==> src/rtl/pscfg_pkg.sv <==
package pscfg_pkg;

  typedef enum logic [2:0] {
    ST_IDLE,
    ST_CS_SETUP,
    ST_RST,
    ST_PRE,
    ST_SHIFT,
    ST_TRAIL,
    ST_POLL,
    ST_USER
  } state_t;

  typedef enum logic [1:0] {
    ERR_NONE    = 2'd0,
    ERR_INVALID = 2'd1,
    ERR_TIMEOUT = 2'd2
  } err_t;

  localparam int TRAIL_BYTES = 13;

  // Microseconds to core cycles, rounded up, never below one cycle.
  function automatic longint us_to_cycles(longint us, longint hz);
    longint c;
    c = (us * hz + 64'd999_999) / 64'd1_000_000;
    return (c < 1) ? 64'd1 : c;
  endfunction

  function automatic longint max_of(longint a, longint b);
    return (a > b) ? a : b;
  endfunction

endpackage

==> src/rtl/pscfg_sync2.sv <==
module pscfg_sync2 (
  input  logic clk,
  input  logic rst_n,
  input  logic din,
  output logic dout
);
  logic s1_q, s2_q;

  always_ff @(posedge clk or negedge rst_n) begin
    if (!rst_n) begin
      s1_q <= 1'b0;
      s2_q <= 1'b0;
    end else begin
      s1_q <= din;
      s2_q <= s1_q;
    end
  end

  assign dout = s2_q;
endmodule

==> src/rtl/pscfg_delay.sv <==
module pscfg_delay #(
  parameter int W = 16
) (
  input  logic         clk,
  input  logic         rst_n,
  input  logic         load,
  input  logic [W-1:0] len,
  output logic         expired
);
  logic [W-1:0] cnt_q;

  always_ff @(posedge clk or negedge rst_n) begin
    if (!rst_n) begin
      cnt_q <= '0;
    end else if (load) begin
      cnt_q <= len;
    end else if (cnt_q != '0) begin
      cnt_q <= cnt_q - 1'b1;
    end
  end

  assign expired = (cnt_q == '0);
endmodule

==> src/rtl/pscfg_shifter.sv <==
module pscfg_shifter #(
  parameter int DIV = 4
) (
  input  logic       clk,
  input  logic       rst_n,
  input  logic       load,
  input  logic [7:0] din,
  output logic       sclk,
  output logic       mosi,
  output logic       idle,
  output logic       rise_evt
);
  localparam int DW = (DIV > 1) ? $clog2(DIV) : 1;
  localparam logic [DW-1:0] DIV_M1 = DW'(DIV - 1);

  logic [7:0]    sh_q;
  logic [3:0]    left_q;
  logic [DW-1:0] div_q;
  logic          sclk_q;
  logic          mosi_q;

  assign idle     = (left_q == 4'd0);
  assign rise_evt = !idle && !sclk_q && (div_q == '0);

  always_ff @(posedge clk or negedge rst_n) begin
    if (!rst_n) begin
      sh_q   <= '0;
      left_q <= '0;
      div_q  <= '0;
      sclk_q <= 1'b1;
      mosi_q <= 1'b0;
    end else if (load && idle) begin
      sh_q   <= din;
      left_q <= 4'd8;
      div_q  <= DIV_M1;
      sclk_q <= 1'b0;
      mosi_q <= din[7];
    end else if (!idle) begin
      if (div_q != '0) begin
        div_q <= div_q - 1'b1;
      end else begin
        div_q <= DIV_M1;
        if (!sclk_q) begin
          sclk_q <= 1'b1;
        end else if (left_q == 4'd1) begin
          left_q <= 4'd0;
        end else begin
          left_q <= left_q - 1'b1;
          sh_q   <= {sh_q[6:0], 1'b0};
          mosi_q <= sh_q[6];
          sclk_q <= 1'b0;
        end
      end
    end
  end

  assign sclk = sclk_q;
  assign mosi = mosi_q;
endmodule

==> src/rtl/pscfg_loader.sv <==
module pscfg_loader
  import pscfg_pkg::*;
#(
  parameter int CLK_HZ       = 100_000_000,
  parameter int SCLK_DIV     = 4,
  parameter bit DONE_PRESENT = 1'b1,
  parameter int CS_SETUP_US  = 10,
  parameter int RST_US       = 10,
  parameter int PRE_US       = 100,
  parameter int USER_US      = 75,
  parameter int TIMEOUT_US   = 100_000
) (
  input  logic       clk,
  input  logic       rst_n,
  input  logic       start,
  input  logic       partial_req,
  input  logic [7:0] s_data,
  input  logic       s_valid,
  input  logic       s_last,
  output logic       s_ready,
  output logic       sclk,
  output logic       mosi,
  output logic       cs_n,
  output logic       creset_n,
  input  logic       done_in,
  output logic       busy,
  output logic       ok,
  output logic       err,
  output logic [1:0] err_code
);
  localparam longint C_SETUP = us_to_cycles(CS_SETUP_US, CLK_HZ);
  localparam longint C_RST   = us_to_cycles(RST_US, CLK_HZ);
  localparam longint C_PRE   = us_to_cycles(PRE_US, CLK_HZ);
  localparam longint C_USER  = us_to_cycles(USER_US, CLK_HZ);
  localparam longint C_TO    = us_to_cycles(TIMEOUT_US, CLK_HZ);
  localparam longint C_MAX   = max_of(max_of(max_of(C_SETUP, C_RST), max_of(C_PRE, C_USER)), C_TO);
  localparam int     TW      = $clog2(C_MAX + 1);
  localparam int     TRW     = $clog2(TRAIL_BYTES + 1);

  localparam logic [TW-1:0]  L_SETUP = TW'(C_SETUP);
  localparam logic [TW-1:0]  L_RST   = TW'(C_RST);
  localparam logic [TW-1:0]  L_PRE   = TW'(C_PRE);
  localparam logic [TW-1:0]  L_USER  = TW'(C_USER);
  localparam logic [TW-1:0]  L_TO    = TW'(C_TO);
  localparam logic [TRW-1:0] L_TRAIL = TRW'(TRAIL_BYTES);

  state_t         st_q, st_n;
  logic           cs_q, cs_d;
  logic           cre_q, cre_d;
  logic           ok_q, ok_d;
  logic           err_q, err_d;
  err_t           code_q, code_d;
  logic [TRW-1:0] trail_q, trail_d;
  logic           last_q, last_d;

  logic           t_load;
  logic [TW-1:0]  t_len;
  logic           t_exp;
  logic           sh_load;
  logic [7:0]     sh_byte;
  logic           sh_idle;
  logic           sh_rise;
  logic           done_s;

  // Named events for the checker.
  logic ev_reject;
  logic in_trail;

  pscfg_delay #(.W(TW)) u_delay (
    .clk(clk), .rst_n(rst_n), .load(t_load), .len(t_len), .expired(t_exp)
  );

  pscfg_shifter #(.DIV(SCLK_DIV)) u_shift (
    .clk(clk), .rst_n(rst_n), .load(sh_load), .din(sh_byte),
    .sclk(sclk), .mosi(mosi), .idle(sh_idle), .rise_evt(sh_rise)
  );

  pscfg_sync2 u_done_sync (
    .clk(clk), .rst_n(rst_n), .din(done_in), .dout(done_s)
  );

  assign s_ready   = (st_q == ST_SHIFT) && sh_idle && !last_q;
  assign ev_reject = (st_q == ST_IDLE) && start && partial_req;
  assign in_trail  = (st_q == ST_TRAIL);

  always_comb begin
    st_n    = st_q;
    cs_d    = cs_q;
    cre_d   = cre_q;
    ok_d    = ok_q;
    err_d   = err_q;
    code_d  = code_q;
    trail_d = trail_q;
    last_d  = last_q;
    t_load  = 1'b0;
    t_len   = '0;
    sh_load = 1'b0;
    sh_byte = '0;
    unique case (st_q)
      ST_IDLE: begin
        if (start && partial_req) begin
          ok_d   = 1'b0;
          err_d  = 1'b1;
          code_d = ERR_INVALID;
        end else if (start) begin
          ok_d   = 1'b0;
          err_d  = 1'b0;
          code_d = ERR_NONE;
          cs_d   = 1'b0;
          last_d = 1'b0;
          st_n   = ST_CS_SETUP;
          t_load = 1'b1;
          t_len  = L_SETUP;
        end
      end
      ST_CS_SETUP: if (t_exp) begin
        cre_d  = 1'b0;
        st_n   = ST_RST;
        t_load = 1'b1;
        t_len  = L_RST;
      end
      ST_RST: if (t_exp) begin
        cre_d  = 1'b1;
        st_n   = ST_PRE;
        t_load = 1'b1;
        t_len  = L_PRE;
      end
      ST_PRE: if (t_exp) begin
        st_n = ST_SHIFT;
      end
      ST_SHIFT: begin
        if (last_q) begin
          if (sh_idle) begin
            st_n    = ST_TRAIL;
            trail_d = L_TRAIL;
          end
        end else if (s_ready && s_valid) begin
          sh_load = 1'b1;
          sh_byte = s_data;
          last_d  = s_last;
        end
      end
      ST_TRAIL: if (sh_idle) begin
        if (trail_q != '0) begin
          sh_load = 1'b1;
          trail_d = trail_q - 1'b1;
        end else begin
          cs_d   = 1'b1;
          t_load = 1'b1;
          if (DONE_PRESENT) begin
            st_n  = ST_POLL;
            t_len = L_TO;
          end else begin
            st_n  = ST_USER;
            t_len = L_USER;
          end
        end
      end
      ST_POLL: begin
        if (done_s) begin
          st_n   = ST_USER;
          t_load = 1'b1;
          t_len  = L_USER;
        end else if (t_exp) begin
          err_d  = 1'b1;
          code_d = ERR_TIMEOUT;
          st_n   = ST_IDLE;
        end
      end
      ST_USER: if (t_exp) begin
        ok_d = 1'b1;
        st_n = ST_IDLE;
      end
      default: st_n = ST_IDLE;
    endcase
  end

  always_ff @(posedge clk or negedge rst_n) begin
    if (!rst_n) begin
      st_q    <= ST_IDLE;
      cs_q    <= 1'b0;
      cre_q   <= 1'b0;
      ok_q    <= 1'b0;
      err_q   <= 1'b0;
      code_q  <= ERR_NONE;
      trail_q <= '0;
      last_q  <= 1'b0;
    end else begin
      st_q    <= st_n;
      cs_q    <= cs_d;
      cre_q   <= cre_d;
      ok_q    <= ok_d;
      err_q   <= err_d;
      code_q  <= code_d;
      trail_q <= trail_d;
      last_q  <= last_d;
    end
  end

  assign cs_n     = cs_q;
  assign creset_n = cre_q;
  assign busy     = (st_q != ST_IDLE);
  assign ok       = ok_q;
  assign err      = err_q;
  assign err_code = code_q;
endmodule


==> config.mk <==
export PLATFORM = sky130hd
export DESIGN_NAME = pscfg_loader
export DESIGN_NICKNAME = d
export VERILOG_FILES = /design/src/rtl/pscfg_pkg.sv /design/src/rtl/pscfg_sync2.sv /design/src/rtl/pscfg_delay.sv /design/src/rtl/pscfg_shifter.sv /design/src/rtl/pscfg_loader.sv
export SDC_FILE = /design/constraint.sdc
export NUM_CORES = 1
export LEC_CHECK = 0
export BUFFER_PORTS_ARGS = -buffer_cell sky130_fd_sc_hd__buf_4
export CORE_MARGIN = 2
export CORE_UTILIZATION = 25
export DETAILED_ROUTE_END_ITERATION = 8
export GPL_ROUTABILITY_DRIVEN = 0
export PLACE_DENSITY = 0.47
export SYNTH_ARGS = -nofsm -noshare
export SYNTH_HDL_FRONTEND = slang
export SYNTH_SLANG_ARGS = --single-unit
==> constraint.sdc <==
create_clock -name clk -period 2.5 [get_ports clk]
set_clock_uncertainty 0.05 [all_clocks]
set_input_delay 0.25 -clock clk [delete_from_list [all_inputs] [get_ports clk]]
set_output_delay 0.25 -clock clk [all_outputs]
set_load 0.02 [all_outputs]
---- Yosys cells after proc, flatten, opt, wreduce, memory -nomap -nowiden ----
Index checks and enable logic that the tools add are counted.
storage, ports and cells
  register bits ........................... 55
  input port bits ......................... 15
  output and inout port bits .............. 10
  logic and storage cells ................. 163
cells by class
  add/sub/neg operators ................... 4
  equal/unequal tests ..................... 25
  multiplexer cells ....................... 86
  reduce and logical (&&, ||, !) cells .... 32
operator list
  operator                                                                  number
  24-bit case mux with 5 select lines                                       1
  24-bit 2-to-1 mux                                                         4
  4-bit 2-to-1 mux                                                          9
  7-bit 2-to-1 mux                                                          5
  3-bit 2-to-1 mux                                                          11
  1-bit 2-to-1 mux                                                          31
  10-bit 2-to-1 mux                                                         3
  24-bit logical NOT                                                        1
  8-bit 2-to-1 mux                                                          3
  2-bit inequality test (second input constant)                             12
  3-bit case mux with 8 select lines                                        1
  24-bit nonzero test                                                       1
  24-bit by 1-bit subtractor with 24-bit output (second input constant)     1
  2-bit nonzero test                                                        9
  14-bit 2-to-1 mux                                                         1
  2-bit 2-to-1 mux                                                          7
  13-bit 2-to-1 mux                                                         1
  3-bit equality test (second input constant)                               4
  1-bit case mux with 2 select lines                                        6
  3-bit AND reduction                                                       4
  5-bit AND reduction                                                       2
  9-bit AND reduction                                                       1
  2-bit by 1-bit inequality test with 1-bit output (second input constant)  4
  4-bit case mux with 2 select lines                                        1
  other kinds (17)                                                          24

---- Logic depth before layout (Yosys ltp) ----
Gate-level depths: netlist of run 1.
  word-level depth ........................ 10
  mapped depth ............................ 9
  mapped depth without buffers ............ 7

---- Hierarchy ----
A second synthesis of run 1 with hierarchy kept.
second synthesis, totals
  cell total of the unflattened synthesis .. 372
  area, all modules ....................... 3423.3 µm²
by module, submodules not included
  module         instances  cells an instance  area each (µm²)  seq. area each (µm²)
  pscfg_delay    1          164                1506.4           600.6
  pscfg_loader   1          117                991.0            350.3
  pscfg_shifter  1          89                 875.8            376.6
  pscfg_sync2    1          2                  50.0             50.0

---- Worst setup path before layout of run 1 ----
OpenSTA, ideal clock, no wires.
  kind .................................... reg-to-reg
  start ................................... register u_shift.left_q[0]
  end ..................................... register u_shift.mosi_q (netlist: u_shift.mosi)
  library setup time ...................... 77 ps
  arrival ................................. 2044 ps
  slack ................................... 328 ps
  stages on the path, launching flop included .. 9
  path buffers ............................ 1
  period minus slack after synthesis ...... 2172 ps
  path through ............................ dfrtp_1 inv_1 ha_1 or3b_1 clkbuf_1 or3_1 nor2_2 a22oi_1 a21oi_1
on the way
  longest elaborated chain between the ends .. 10
ends and longest elaborated chain
  element                                                                                                         line                 RTL
  start, declared                                                                                                 pscfg_shifter.sv:17  logic [3:0] left_q;
  start signal, assigned                                                                                          pscfg_shifter.sv:48  left_q <= left_q - 1'b1;
  4-bit logical NOT                                                                                               pscfg_shifter.sv:22  assign idle = (left_q == 4'd0);
  1-bit logical AND (2 in a row)                                                                                  pscfg_loader.sv:82   assign s_ready = (st_q == ST_SHIFT) && sh_idle && !last_q;
  1-bit logical AND                                                                                               pscfg_loader.sv:137  end else if (s_ready && s_valid) begin
  1-bit 2-to-1 mux                                                                                                pscfg_loader.sv:137
  1-bit 2-to-1 mux                                                                                                pscfg_loader.sv:132  if (last_q) begin
  1-bit case mux with 2 select lines                                                                              pscfg_loader.sv:99   unique case (st_q)
  1-bit logical AND                                                                                               pscfg_shifter.sv:32  end else if (load && idle) begin
  2-bit by 1-bit inequality test with 1-bit output (no source line) / 2-bit nonzero test (equally long branches)  --
  4-bit AND reduction (no source line)                                                                            --
  end signal, assigned                                                                                            pscfg_shifter.sv:37  mosi_q <= din[7];
  end signal, assigned                                                                                            pscfg_shifter.sv:50  mosi_q <= sh_q[6];
  end, declared                                                                                                   pscfg_shifter.sv:20  logic mosi_q;
Parallel ways exist; a longest one is shown, timed or not.
A chain may end at the register's enable or synchronous reset.

---- Worst setup path in the final report of run 1 ----
  start ................................... register u_shift.left_q[0]
  end ..................................... output s_ready
on the way
  longest elaborated chain between the ends .. 3
ends and longest elaborated chain
  element                         line                 RTL
  4-bit logical NOT               pscfg_shifter.sv:22
  1-bit logical AND (2 in a row)  pscfg_loader.sv:82
  end, declared                   pscfg_loader.sv:20   output logic s_ready,
Every way passes these cells.

==> flow_metrics.env, run 1 <==
export IMPL_portBuffers=24
export IMPL_dieWidth_um=114
export IMPL_vias=2625
export IMPL_drv_slew=0
export IMPL_synth_edff_count=0
export IMPL_arrival_ps=2000
export IMPL_path_clk_slew_ps=70
export IMPL_holdWs_ps=10.3
export IMPL_rows=40
export IMPL_path_cells="inv_1, ha_1, or3b_1, or3_1, nor2_1, buf_4"
export IMPL_cts_htree_levels=2
export IMPL_hpwl_mm=5.54
export IMPL_cp_depth=6
export IMPL_yosys_top_cells_area="dfrtp_1 (45%), nor2_1 (5.1%), a21oi_1 (4.8%)"
export IMPL_avgSynthCellArea_sq_um=9.10
export IMPL_hold_violations=0
export IMPL_crit_fanout=5
export IMPL_cts_made_buffers=5
export IMPL_cp_num_buf_inv=2
export IMPL_synth_top_area_share=0.447
export IMPL_cts_tree="done"
export IMPL_clock_latency_ps=290
export IMPL_p_per_area_nw_per_um2=460
export IMPL_ys_types=56
export IMPL_finalWorstPathRequiredPeriod_ps=2300
export IMPL_setup_viol=0
export IMPL_power_total_uw=1670
export IMPL_drive_above_1_share=0.166
export IMPL_status="finished clean"
export IMPL_drt_initial_drc_count=104
export IMPL_firstDrtPassIters=4
export IMPL_critical_path_class="reg2out"
export IMPL_fmax_mhz=435
export IMPL_cpMaxStageDelayCell="dfrtp_1"
export IMPL_syn_inst=332
export IMPL_r2r_cells=5
export IMPL_initial_core_util=0.254
export IMPL_crit_family="simple AND/OR/NAND/NOR gates"
export IMPL_syn_num_nets=353
export IMPL_via_per_inst=5.05
export IMPL_p_leak_uw=0.00154
export IMPL_worstSetupStartpointType="flop"
export IMPL_rsz0062_at_grt="false"
export IMPL_diodes=0
export IMPL_ys_ff_latch=55
export IMPL_antenna_found_initial=0
export IMPL_grtUsageTotal=0.126
export IMPL_fill_cells=1280
export IMPL_synthArstFlopShare=1.00
export IMPL_ir_drop_v=0.000215
export IMPL_wire_per_inst_um=14.5
export IMPL_relSlewSlack=0.516
export IMPL_max_stage_delay_ps=420
export IMPL_ys_warn_count=0
export IMPL_grt_pass1_vias=2618
export IMPL_synth_common_cells="dfrtp_1 (54), nor2_1 (41), a21oi_1 (29), nand2_1 (18), o21ai_0 (17)"
export IMPL_period_share=0.920
export IMPL_nets=393
export IMPL_drc=0
export IMPL_grt_max_degree=56
export IMPL_syn_cell_area_sq_um=3020
export IMPL_synthFlopType="dfrtp_1"
export IMPL_areaGrowthSynthToFinish_pct=20.5
export IMPL_holdPathStages=1
export IMPL_drt_wl_total_mm=7.55
export IMPL_grt_ovfl_total=0
export IMPL_grt_pass1_wl_mm=13.2
export IMPL_crit_required_ps=2200
export IMPL_die_y_um=114
export IMPL_worstMarginPinSlew_ps=726
export IMPL_synth_top_area_cell="dfrtp_1"
export IMPL_ios=25
export IMPL_min_path_type="in2reg"
export IMPL_synth_most_common_cell="dfrtp_1"
export IMPL_core_sq_um=11900
export IMPL_drtAntennaViolNets=0
export IMPL_postCtsSetupBuffers=0
export IMPL_ys_seq_area_frac=0.456
export IMPL_end_kind="output pin"
export IMPL_cts_root_buffer="clkbuf_16"
export IMPL_numClockSinks=55
export IMPL_clk_path_buf_depth=2
export IMPL_die_area_sq_um=13000
export IMPL_cap_viol_max_count=0
export IMPL_tns_ps=0
final timing paths:
path                                          to  slack (ps)              start
worst max-delay path                     s_ready         200  u_shift.left_q[0]
worst min-delay path            u_done_sync.s1_q          10            done_in
worst max register to register       err_code[0]         200  u_delay.cnt_q[16]
worst min register to register  u_done_sync.dout         310   u_done_sync.s1_q
max in group asynchronous                st_q[0]        1400              rst_n
min in group asynchronous       u_delay.cnt_q[2]         490              rst_n
layout make-up:
class / instances / area (sq um) / share of cell area
inverters: 14 / 52.6 / 0.0144
well taps: 147 / 184 / 0.0505
multi-input cells: 254 / 1560 / 0.428
flip-flops and latches: 55 / 1380 / 0.378
clock buffers: 7 / 143 / 0.0392
clock inverters: 1 / 8.76 / 0.00241
repair buffers: 42 / 318 / 0.0873
sequential cells by signal (all words and copies together) (netlist names):
register and count:
u_delay.cnt_q 24, u_shift.sh_q 7, trail_q 4, u_shift.left_q 4, st_q 3, err_code 2, u_shift.div_q 2, creset_n 1
cs_n 1, err 1, last_q 1, ok 1, u_done_sync.dout 1, u_done_sync.s1_q 1, u_shift.mosi 1, u_shift.sclk 1
worst register-to-register path, delay by kind of cell, from the launching register on:
family / cells / cell delay [ps]
AOI/OAI and AO/OA: 2 / 320
DFF: 1 / 430
and+or+nand+nor: 3 / 1400
cell families (layout without fill, tap and decap cells):
| kind of cell | count (synthesis) | in the layout | synth area share |
|---|---|---|---|
| AO/OA/AOI/OAI | 82 | 82 | 0.171 |
| XOR/XNOR | 18 | 18 | 0.0522 |
| adder cells (fa/ha/maj) | 6 | 6 | 0.0248 |
| buffers and inverters | 23 | 64 | 0.0286 |
| flip-flops | 55 | 55 | 0.456 |
| multiplexers | 1 | 1 | 0.00373 |
| AND/OR/NAND/NOR | 147 | 147 | 0.264 |
where the power goes:
group / total [uW] / internal, uW / switching [uW]
clock: 722 / 402 / 320
combinational: 52.4 / 22.5 / 29.8
sequential: 901 / 896 / 4.64
layout by cell type (no fill, tap or decap), types with 2 or more instances in the layout:
| master | count |
|---|---|
| nor4b_1 | 2 |
| a211oi_1 | 2 |
| nand3b_1 | 2 |
| nor3_1 | 16 |
| or4_4 | 2 |
| a22oi_1 | 8 |
| nand3_1 | 15 |
| and2_1 | 3 |
| or4_1 | 4 |
| o21ai_1 | 2 |
| nor2_1 | 41 |
| nor2b_1 | 3 |
| dfrtp_1 | 54 |
| o21ai_0 | 17 |
| clkbuf_16 | 5 |
| o31ai_1 | 5 |
| nand2b_1 | 8 |
| a21oi_1 | 29 |
| nor4_1 | 5 |
| nor2_2 | 2 |
| a32o_1 | 2 |
| buf_4 | 41 |
| nor3b_1 | 3 |
| nand4_1 | 5 |
| ha_1 | 6 |
| and3_1 | 2 |
| or3_1 | 7 |
| a31oi_1 | 3 |
| inv_1 | 14 |
| xor2_1 | 6 |
| nand2_1 | 18 |
| xnor2_1 | 12 |
metal layers:
metal	up-vias	track usage	routed length [um]
li1	1280	-	-
met3	6	0.0255	238
met2	45	0.202	3570
met5	-	0	0
met1	1294	0.175	3660
met4	0	0.0293	76
per-stage QoR:
step | std cells | worst slack [ps] | area [sq um] | util
finish | 520 | 200 | 3640 | 0.306
global placement | 511 | 237 | 3480 | 0.292
floorplan | 332 | 328 | 3020 | -
CTS | 520 | 198 | 3640 | 0.306
global route | 520 | 58.9 | 3640 | 0.306
detailed placement | 511 | 199 | 3480 | 0.292
what timing repair did:
action                                 CTS  global route
endpoints found under the hold margin   12             0
hold buffers                             1             0
resized for setup                        0             0
No activity file was read; power rests on OpenSTA's default activity.
==> run 2, diff against run 1 <==
--- a/config.mk
+++ b/config.mk
@@ -5,7 +5,7 @@
 export SDC_FILE = /design/constraint.sdc
 export NUM_CORES = 1
 export LEC_CHECK = 0
-export BUFFER_PORTS_ARGS = -buffer_cell sky130_fd_sc_hd__buf_4
+export BUFFER_PORTS_ARGS = -buffer_cell sky130_fd_sc_hd__clkbuf_2
 export CORE_MARGIN = 2
 export CORE_UTILIZATION = 25
 export DETAILED_ROUTE_END_ITERATION = 8
@@ -13,4 +13,5 @@
 export PLACE_DENSITY = 0.47
 export SYNTH_ARGS = -nofsm -noshare
 export SYNTH_HDL_FRONTEND = slang
+export SYNTH_HIERARCHICAL = 1
 export SYNTH_SLANG_ARGS = --single-unit
==> flow_metrics.env, run 2 <==
export IMPL_pwr_share_clk=0.248
export IMPL_rows=42
export IMPL_seqCellArea_sq_um=1380
export IMPL_portBuffers=24
export IMPL_core_sq_um=13300
export IMPL_holdPathStages=2
export IMPL_cap_viol_max_count=0
export IMPL_rsz0062_at_grt="true"
export IMPL_grt_max_degree=34
export IMPL_combPwrFrac=0.319
export IMPL_drtAntennaViolNets=0
export IMPL_period_share=0.976
export IMPL_hold_start="start"
export IMPL_dieWidth_um=121
export IMPL_registers_top_by_ff_count="u_delay/cnt_q"
export IMPL_ios=25
export IMPL_p_sw_uw=998
export IMPL_syn_inst=371
export IMPL_utilization=0.320
export IMPL_timing_rr_end="u_shift/sh_q[3]"
export IMPL_worstSetupStartpointType="flop"
export IMPL_fill_cells=1404
export IMPL_path_clk_slew_ps=70
export IMPL_holdPathEnd="err_code[1]"
export IMPL_syn_cell_area_sq_um=3420
export IMPL_areaGrowthSynthToFinish_pct=24.5
export IMPL_via_per_inst=4.79
export IMPL_worstMarginPinSlew_ps=663
export IMPL_cts_made_buffers=5
export IMPL_multi_input_area_sq_um=1940
export IMPL_vias=2896
export IMPL_drt_wl_total_mm=8.11
export IMPL_fmax_mhz=410
export IMPL_largest_register_ffs=24
export IMPL_final_cell_mix="dfrtp_1 (54), nand2_1 (48), buf_4 (34)"
export IMPL_max_stage_delay_ps=390
export IMPL_ir_drop_v=0.000343
export IMPL_path_cells="inv_2, ha_4, or3b_4, inv_2, and4bb_2, and3b_1, o21bai_4, and4bb_4, clkbuf_16, o311ai_2"
export IMPL_r2r_start="u_shift/left_q[0]"
export IMPL_die_y_um=121
export IMPL_critical_path_class="reg2reg"
export IMPL_r2r_cells=10
export IMPL_grtUsageTotal=0.116
export IMPL_drt_initial_drc_count=78
export IMPL_internal_power_uw=1950
export IMPL_sw_frac_of_total=0.339
export IMPL_layout_commonest_cell="dfrtp_1"
export IMPL_grt_ovfl_total=0
export IMPL_tns_ps=0
export IMPL_hpwl_mm=5.90
export IMPL_p_leak_uw=0.00185
export IMPL_drive_above_1_share=0.252
export IMPL_avgSynthCellArea_sq_um=9.22
export IMPL_drv_slew=0
export IMPL_diodes=0
export IMPL_grt_pass1_wl_mm=13.8
export IMPL_cpMostUsedCell="inv_2"
export IMPL_hold_violations=0
export IMPL_ys_warn_count=6
export IMPL_initial_core_util=0.257
export IMPL_status="finished clean"
export IMPL_clock_latency_ps=300
export IMPL_largest_registers="u_delay/cnt_q: 24 flops, u_shift/sh_q: 7 flops"
export IMPL_drc=0
export IMPL_wire_per_inst_um=13.4
export IMPL_grt_pass1_vias=2792
export IMPL_crit_required_ps=2620
export IMPL_cts_tree="done"
export IMPL_nets=450
export IMPL_relSlewSlack=0.558
export IMPL_cts_root_buffer="clkbuf_16"
export IMPL_arrival_ps=2560
export IMPL_min_path_type="in2reg"
export IMPL_firstDrtPassIters=4
export IMPL_die_area_sq_um=14600
export IMPL_power_frac_seq=0.433
export IMPL_antenna_found_initial=0
export IMPL_cpMaxStageDelayCell="dfrtp_1"
export IMPL_clk_path_buf_depth=2
export IMPL_setup_viol=0
export IMPL_rrSetupSlack_ps=60
export IMPL_p_per_area_nw_per_um2=692
export IMPL_end_kind="flop"
export IMPL_crit_fanout=6
export IMPL_numClockSinks=55
export IMPL_cts_htree_levels=2
export IMPL_finalWorstPathRequiredPeriod_ps=2440
==> run 2: how the worst max path moves through the flow <==
| stage | slack (ps) | to | startpoint | cells after the start |
|---|---|---|---|---|
| floorplan | -230 | u_shift/left_q[0] | u_shift/left_q[0] | 14 |
| global placement | 70 | u_delay/cnt_q[12] | u_delay/cnt_q[16] | 8 |
| detailed placement | 20 | u_delay/cnt_q[12] | u_delay/cnt_q[16] | 8 |
| CTS | 20 | u_shift/sh_q[3] | u_shift/left_q[1] | 11 |
| global route | -50 | u_shift/sh_q[4] | u_shift/left_q[0] | 10 |
| finish | 60 | u_shift/sh_q[3] | u_shift/left_q[0] | 10 |
==> run 2: what timing repair did <==
action / 4_1_cts / 5_1_grt
gates resized for setup: 1 / 6
cloned: 0 / 1
endpoints found under the setup margin: 1 / 26
hold endpoints to repair: 23 / 0
pin swaps: 0 / 5
hold buffers: 2 / 0
setup buffers: 0 / 6
==> run 2: layout make-up <==
| type | instances | share of cell area |
|---|---|---|
| multi-input combinational | 279 | 0.455 |
| sequential | 55 | 0.324 |
| timing repair buffer | 64 | 0.113 |
| tap | 176 | 0.0517 |
| clock buffer | 6 | 0.0326 |
| inverter | 23 | 0.0203 |
| clock inverter | 2 | 0.00382 |
==> run 2: critical path, delay by kind of cell (launching register included) <==
family | cells | cell delay (ps)
and+or+nand+nor | 4 | 1150
DFF | 1 | 390
buffers and inverters | 3 | 330
AOI/OAI and AO/OA | 2 | 250
adders and majority gates | 1 | 130
==> run 2: per-layer routing <==
metal	track usage	part of all wire	vias to the layer above
met1	0.167	0.51	1397
met5	0	0	-
met4	0.0218	0.0059	0
met2	0.182	0.46	50
met3	0.0216	0.029	4
li1	-	-	1445
==> run 2: metrics by stage <==
step | cell area (sq um) | setup WS, ps | instances | total power [uW] | hold WS [ps]
after floorplan | 3530 | -232 | 378 | 1850 | -95.6
after global placement | 3980 | 65.9 | 588 | 2200 | 275
after detailed placement | 3980 | 22.9 | 588 | 2210 | 273
after CTS | 4160 | 17.8 | 598 | 2980 | 167
after global routing | 4260 | -53.9 | 605 | 3170 | 169
final | 4260 | 60.3 | 605 | 2950 | 169
==> run 2: power by group through the flow <==
stage | Combinational, uW | Sequential [uW] | Clock (uW)
after global placement | 929 | 1270 | 0
after global routing | 1060 | 1310 | 808
after CTS | 945 | 1270 | 764
after floorplan | 570 | 1280 | 0
final | 940 | 1280 | 731
after detailed placement | 931 | 1280 | 0
